**src/rtl/acc_alu.sv**
```systemverilog
module acc_alu #(
  parameter int W = 8
) (
  input  logic         clk,
  input  logic         rst_n,
  input  logic         valid_i,
  input  logic [3:0]   op_i,
  input  logic [W-1:0] acc_i,
  input  logic [W-1:0] opnd_i,
  output logic [W-1:0] res_o,
  output logic         wr_o,
  output logic [4:0]   flags_o
);
  localparam logic [3:0] OP_ADD = 4'd0,  OP_ADC = 4'd1,  OP_SUB = 4'd2,  OP_SBB = 4'd3,
                         OP_AND = 4'd4,  OP_OR  = 4'd5,  OP_XOR = 4'd6,  OP_CMP = 4'd7,
                         OP_INC = 4'd8,  OP_DEC = 4'd9,  OP_CMA = 4'd10, OP_DAA = 4'd11,
                         OP_RLC = 4'd12, OP_RRC = 4'd13, OP_RAL = 4'd14, OP_RAR = 4'd15;
  localparam int H = W / 2;

  logic cy, ac;
  assign cy = flags_o[0];
  assign ac = flags_o[2];

  logic         cin, bin;
  logic [W:0]   sum, dif;
  logic [H:0]   hsum, hdif;
  assign cin  = (op_i == OP_ADC) & cy;
  assign bin  = (op_i == OP_SBB) & cy;
  assign sum  = {1'b0, acc_i} + {1'b0, opnd_i} + {{W{1'b0}}, cin};
  assign dif  = {1'b0, acc_i} - {1'b0, opnd_i} - {{W{1'b0}}, bin};
  assign hsum = {1'b0, acc_i[H-1:0]} + {1'b0, opnd_i[H-1:0]} + {{H{1'b0}}, cin};
  assign hdif = {1'b0, acc_i[H-1:0]} - {1'b0, opnd_i[H-1:0]} - {{H{1'b0}}, bin};

  logic         lo_fix, hi_fix;
  logic [H:0]   dlo;
  logic [W:0]   t1;
  logic [W-1:0] dres;
  assign lo_fix = (acc_i[H-1:0] > 4'd9) | ac;
  assign dlo    = {1'b0, acc_i[H-1:0]} + (lo_fix ? 5'd6 : 5'd0);
  assign t1     = {1'b0, acc_i} + (lo_fix ? 9'h006 : 9'h000);
  assign hi_fix = (t1[W-1:H] > 4'd9) | t1[W] | cy;
  assign dres   = t1[W-1:0] + (hi_fix ? 8'h60 : 8'h00);

  logic [W-1:0] r;
  logic         ncy, nac;
  logic         szp_upd;

  always_comb begin
    r       = acc_i;
    ncy     = cy;
    nac     = ac;
    szp_upd = 1'b1;
    unique case (op_i)
      OP_ADD, OP_ADC: begin r = sum[W-1:0]; ncy = sum[W]; nac = hsum[H]; end
      OP_SUB, OP_SBB, OP_CMP: begin r = dif[W-1:0]; ncy = dif[W]; nac = hdif[H]; end
      OP_AND: begin r = acc_i & opnd_i; ncy = 1'b0; nac = 1'b0; end
      OP_OR:  begin r = acc_i | opnd_i; ncy = 1'b0; nac = 1'b0; end
      OP_XOR: begin r = acc_i ^ opnd_i; ncy = 1'b0; nac = 1'b0; end
      OP_INC: begin r = opnd_i + 1'b1; nac = (opnd_i[H-1:0] == {H{1'b1}}); end
      OP_DEC: begin r = opnd_i - 1'b1; nac = (opnd_i[H-1:0] == {H{1'b0}}); end
      OP_CMA: begin r = ~acc_i; szp_upd = 1'b0; end
      OP_DAA: begin r = dres; ncy = hi_fix; nac = dlo[H]; end
      OP_RLC: begin r = {acc_i[W-2:0], acc_i[W-1]}; ncy = acc_i[W-1]; szp_upd = 1'b0; end
      OP_RRC: begin r = {acc_i[0], acc_i[W-1:1]};   ncy = acc_i[0];   szp_upd = 1'b0; end
      OP_RAL: begin r = {acc_i[W-2:0], cy};         ncy = acc_i[W-1]; szp_upd = 1'b0; end
      OP_RAR: begin r = {cy, acc_i[W-1:1]};         ncy = acc_i[0];   szp_upd = 1'b0; end
      default: ;
    endcase
  end

  assign res_o = r;
  assign wr_o  = valid_i & (op_i != OP_CMP);

  logic [4:0] nflags;
  assign nflags = szp_upd ? {r[W-1], (r == '0), nac, ~^r, ncy}
                          : {flags_o[4:3], nac, flags_o[1], ncy};

  always_ff @(posedge clk or negedge rst_n)
    if (!rst_n)       flags_o <= '0;
    else if (valid_i) flags_o <= nflags;
endmodule

```
**config.mk**
```make
export PLATFORM = sky130hd
export DESIGN_NAME = acc_alu
export DESIGN_NICKNAME = d
export VERILOG_FILES = /design/src/rtl/acc_alu.sv
export SDC_FILE = /design/constraint.sdc
export NUM_CORES = 1
export LEC_CHECK = 0
export ABC_AREA = 1
export BUFFER_PORTS_ARGS = -buffer_cell sky130_fd_sc_hd__buf_2
export CAP_MARGIN = 20
export CORE_UTILIZATION = 56
export CTS_CLUSTER_DIAMETER = 60
export DETAILED_ROUTE_END_ITERATION = 6
export HOLD_SLACK_MARGIN = 0.12
export PLACE_DENSITY = 0.88
export SYNTH_ARGS = -nofsm -noshare
export SYNTH_HDL_FRONTEND = slang
export SYNTH_SLANG_ARGS = --single-unit
```
**constraint.sdc**
```tcl
create_clock -name clk -period 4.6 [get_ports clk]
set_input_delay 0.69 -clock clk [delete_from_list [all_inputs] [get_ports clk]]
set_output_delay 0.69 -clock clk [all_outputs]
set_load 0.01 [all_outputs]
```
==> results by group <==
Pwr
  – Leakage power: 1.76 nW
  – Register share of total power: a little under an eighth
  – Logic pwr share: 74.0%
  – Switch share: between 50% and 60%
  – Cell Pwr Density: roughly 180 nW/µm²
  – Peak supply drop: roughly 0.12 mV
  – Internal cell power: roughly 0.00026 W
  – P_sw: 0.000281 W
  – Clock network fraction of design power: about 15%

CTS
  – CTS tree: yes
  – CTS sink count: 5
  – H-tree depth: 1
  – Hold-fix buffers at CTS: 0
  – Post-CTS Setup Bufs: 0
  – Clk slew on worst S/H paths: around 0.04 ns
  – Later-pin clock latency in the skew report: 0.22 ns
  – Clock root buffer: clkbuf_8
  – CTS Buf Count: 3
  – Clock tree buffer depth: 2

Die
  – Width of the chip: a little over 70 µm
  – Die Ht: 72.6 µm
  – Core area: 4750 µm²
  – Initial Util: around three fifths
  – Ports: 37
  – Cell row count: 25
  – DIE AREA: 5270 µm²

Logic synthesis
  – Syn. warnings: 0
  – Register bit total from synthesis: 5
  – Seq/Total Area, Yosys: around 4.5%
  – Cells after Synth: about 460
  – Synth cell types: 40
  – Mean post-synth cell area: between 6 and 7 µm²
  – Syn nets: ~540
  – Post-synthesis cell area: approximately 2800 µm²

Worst setup path
  – Crit Path Max Fanout: 5
  – R2R depth: 21
  – Critical Path AT: 3.67 ns
  – Critical path required time: between 3 and 4 ns
  – Critical Path Source Type: input pin
  – CP Capture Type: output pin
  – Setup CP Type: in2out

STA
  – Slew @ Worst Pin: 0.474 ns
  – F_max: between 200 and 250 MHz
  – Tcrit/Tclk final: 94.7%
  – Setup violators final: 0
  – Clock skew: about 0.0027 ns
  – Final Hold Vio Count: 0
  – Crit path time final: around 4.4 ns
  – Slew Viols, Final: 0
  – Final setup TNS: 0 ns
  – Slew HR: about two thirds
  – RSZ-0062 raised after global routing: false

Global route
  – Vias in the first global route: approximately 3,100
  – Pin count of the biggest net entering global routing: 12
  – GRT Overall Usage: approximately a third
  – First-pass GRT wire length: 14,400 µm
  – GRT Residual Overflow: 0
  – Initial antenna violation count: 0

Drt
  – DRC: 0
  – Wire per inst: approximately 16 µm
  – Via/cell ratio: between 5 and 6
  – Drt pass-1 iters: 7
  – Via Count: 3,316
  – Post-DRT Antenna Nets: 0
  – Total routed wirelength: approximately 9000 µm
  – Initial DRC Count: ~300

Finish
  – Fin nets: roughly 570
  – Area Overhead vs Synth: 10.8%
  – Commonest cells after routing, fill and taps aside: nand2_1, inv_1, ha_1
  – Top reg by flops: flags_o
  – Biggest regs: flags_o: 5 flops
  – Leading cell type in the layout, fill and taps excluded: nand2_1
  – Fin util: about two thirds
  – # diodes: 0
  – Layout cells sized above 1: roughly 17%
  – Largest register FFs: 5

Placed design
  – GPL Wtd Cong: between 0.9 and 1
  – PortBufs: 36
  – Final HPWL DP: 7400 µm

Worst hold path
  – Type of the most critical hold path: in2async

Job
  – MaxCap Viol Count: 0

Outcome
  – Status: finished, final reports clean
power groups by stage:
stage	Sequential (W)	Combinational (W)	Clock, W
after detailed placement	0.0000618	0.000393	0
after global routing	0.0000626	0.000449	0.0000858
after floorplan	0.0000654	0.000272	0
after global placement	0.0000616	0.000379	0
final	0.0000614	0.000402	0.0000801
after CTS	0.0000614	0.000395	0.0000805
synth_stat cells:
library cell	n	share of area (%)
o21a_1	2	0.54
inv_4	2	0.45
or2_0	2	0.45
nor2_2	4	0.90
o221ai_1	2	0.63
o21bai_1	3	0.81
xor2_1	8	2.5
nand3_2	5	1.8
inv_2	16	2.2
nor3b_1	1	0.27
nand3b_1	2	0.54
nand2_4	2	0.81
o211ai_1	1	0.27
nand2_2	7	1.6
nand2_1	98	13
fa_1	7	5.0
nand3_1	36	6.5
or2_1	1	0.22
nor2_1	37	5.0
nor2_4	5	2.0
nand4_1	17	3.8
a21o_1	1	0.27
xnor2_1	2	0.63
nor3_2	3	1.1
nor3_1	5	0.90
a211oi_1	1	0.27
o21ai_1	9	1.6
a221oi_1	2	0.63
buf_2	2	0.36
inv_1	80	11
dfrtp_1	5	4.5
a21oi_1	19	3.4
ha_1	43	19
o22ai_1	10	2.2
a21oi_4	1	0.58
clkbuf_1	1	0.13
o211a_1	1	0.36
o21ai_0	17	3.0
buf_6	1	0.40
a31oi_1	1	0.22
logic make-up after synthesis:
| family | after synthesis | synth area share (%) |
|---|---|---|
| compound gates | 70 | 14.9 |
| xor+xnor | 10 | 3.14 |
| flops | 5 | 4.48 |
| fa+ha+maj | 50 | 24.3 |
| simple gates | 225 | 39.0 |
| buf+inv | 102 | 14.3 |
layout make-up:
class,instances,area [µm²]
inverters,98,373
multi-input cells,355,2270
well taps,67,83.8
repair buffers,38,195
fillers,488,1660
clock buffers,4,45.0
flip-flops and latches,5,125
stage by stage:
stage	total power (W)	hold slack (ns)	instances	area, µm²	worst slack, ns
after floorplan	0.000337	0.394	462	2790	0.549
after global placement	0.000441	0.461	563	3050	0.247
after detailed placement	0.000455	0.469	563	3050	0.168
after CTS	0.000536	0.275	567	3090	0.166
after global routing	0.000597	0.278	567	3090	0.0357
final	0.000544	0.273	567	3090	0.244
timing repair:
action / CTS / global route
endpoints found under the setup margin: 0 / 1
hold endpoints to repair: 0 / 0
gates resized for setup: 0 / 2
per-layer routing:
metal	part of all wire [%]	vias to the layer above	global-route usage [%]
li1	-	1578	-
met1	41	1520	45.6
met2	47	171	60.1
met3	8.1	47	3.04
met4	4.0	0	13.3
met5	0	-	0
worst max-delay path, stage by stage:
cell,delay [ns]
buf_2,0.14
o21ai_1,0.12
nand2_1,0.12
ha_1,0.23
fa_1,0.44
nand3_1,0.17
o21ai_0,0.13
nand2_1,0.08
nand2_1,0.05
nand2_1,0.10
ha_1,0.15
inv_1,0.04
fa_1,0.46
or2_0,0.11
nand4_1,0.09
nor2_1,0.14
nand3_2,0.09
nor2_2,0.14
inv_2,0.03
buf_2,0.13
path summary, 6_finish.rpt:
| path | from | to | slack, ns |
|---|---|---|---|
| worst max register to register | flags_o[2] | flags_o[1] | 0.83 |
| max in group asynchronous | rst_n | flags_o[0] | 4.20 |
| worst min register to register | flags_o[4] | flags_o[4] | 0.48 |
| worst max-delay path | acc_i[2] | res_o[6] | 0.24 |
| worst min-delay path | rst_n | flags_o[2] | 0.27 |
| min in group clk | flags_o[4] | flags_o[4] | 0.48 |
(Power assumes the default switching activity.)
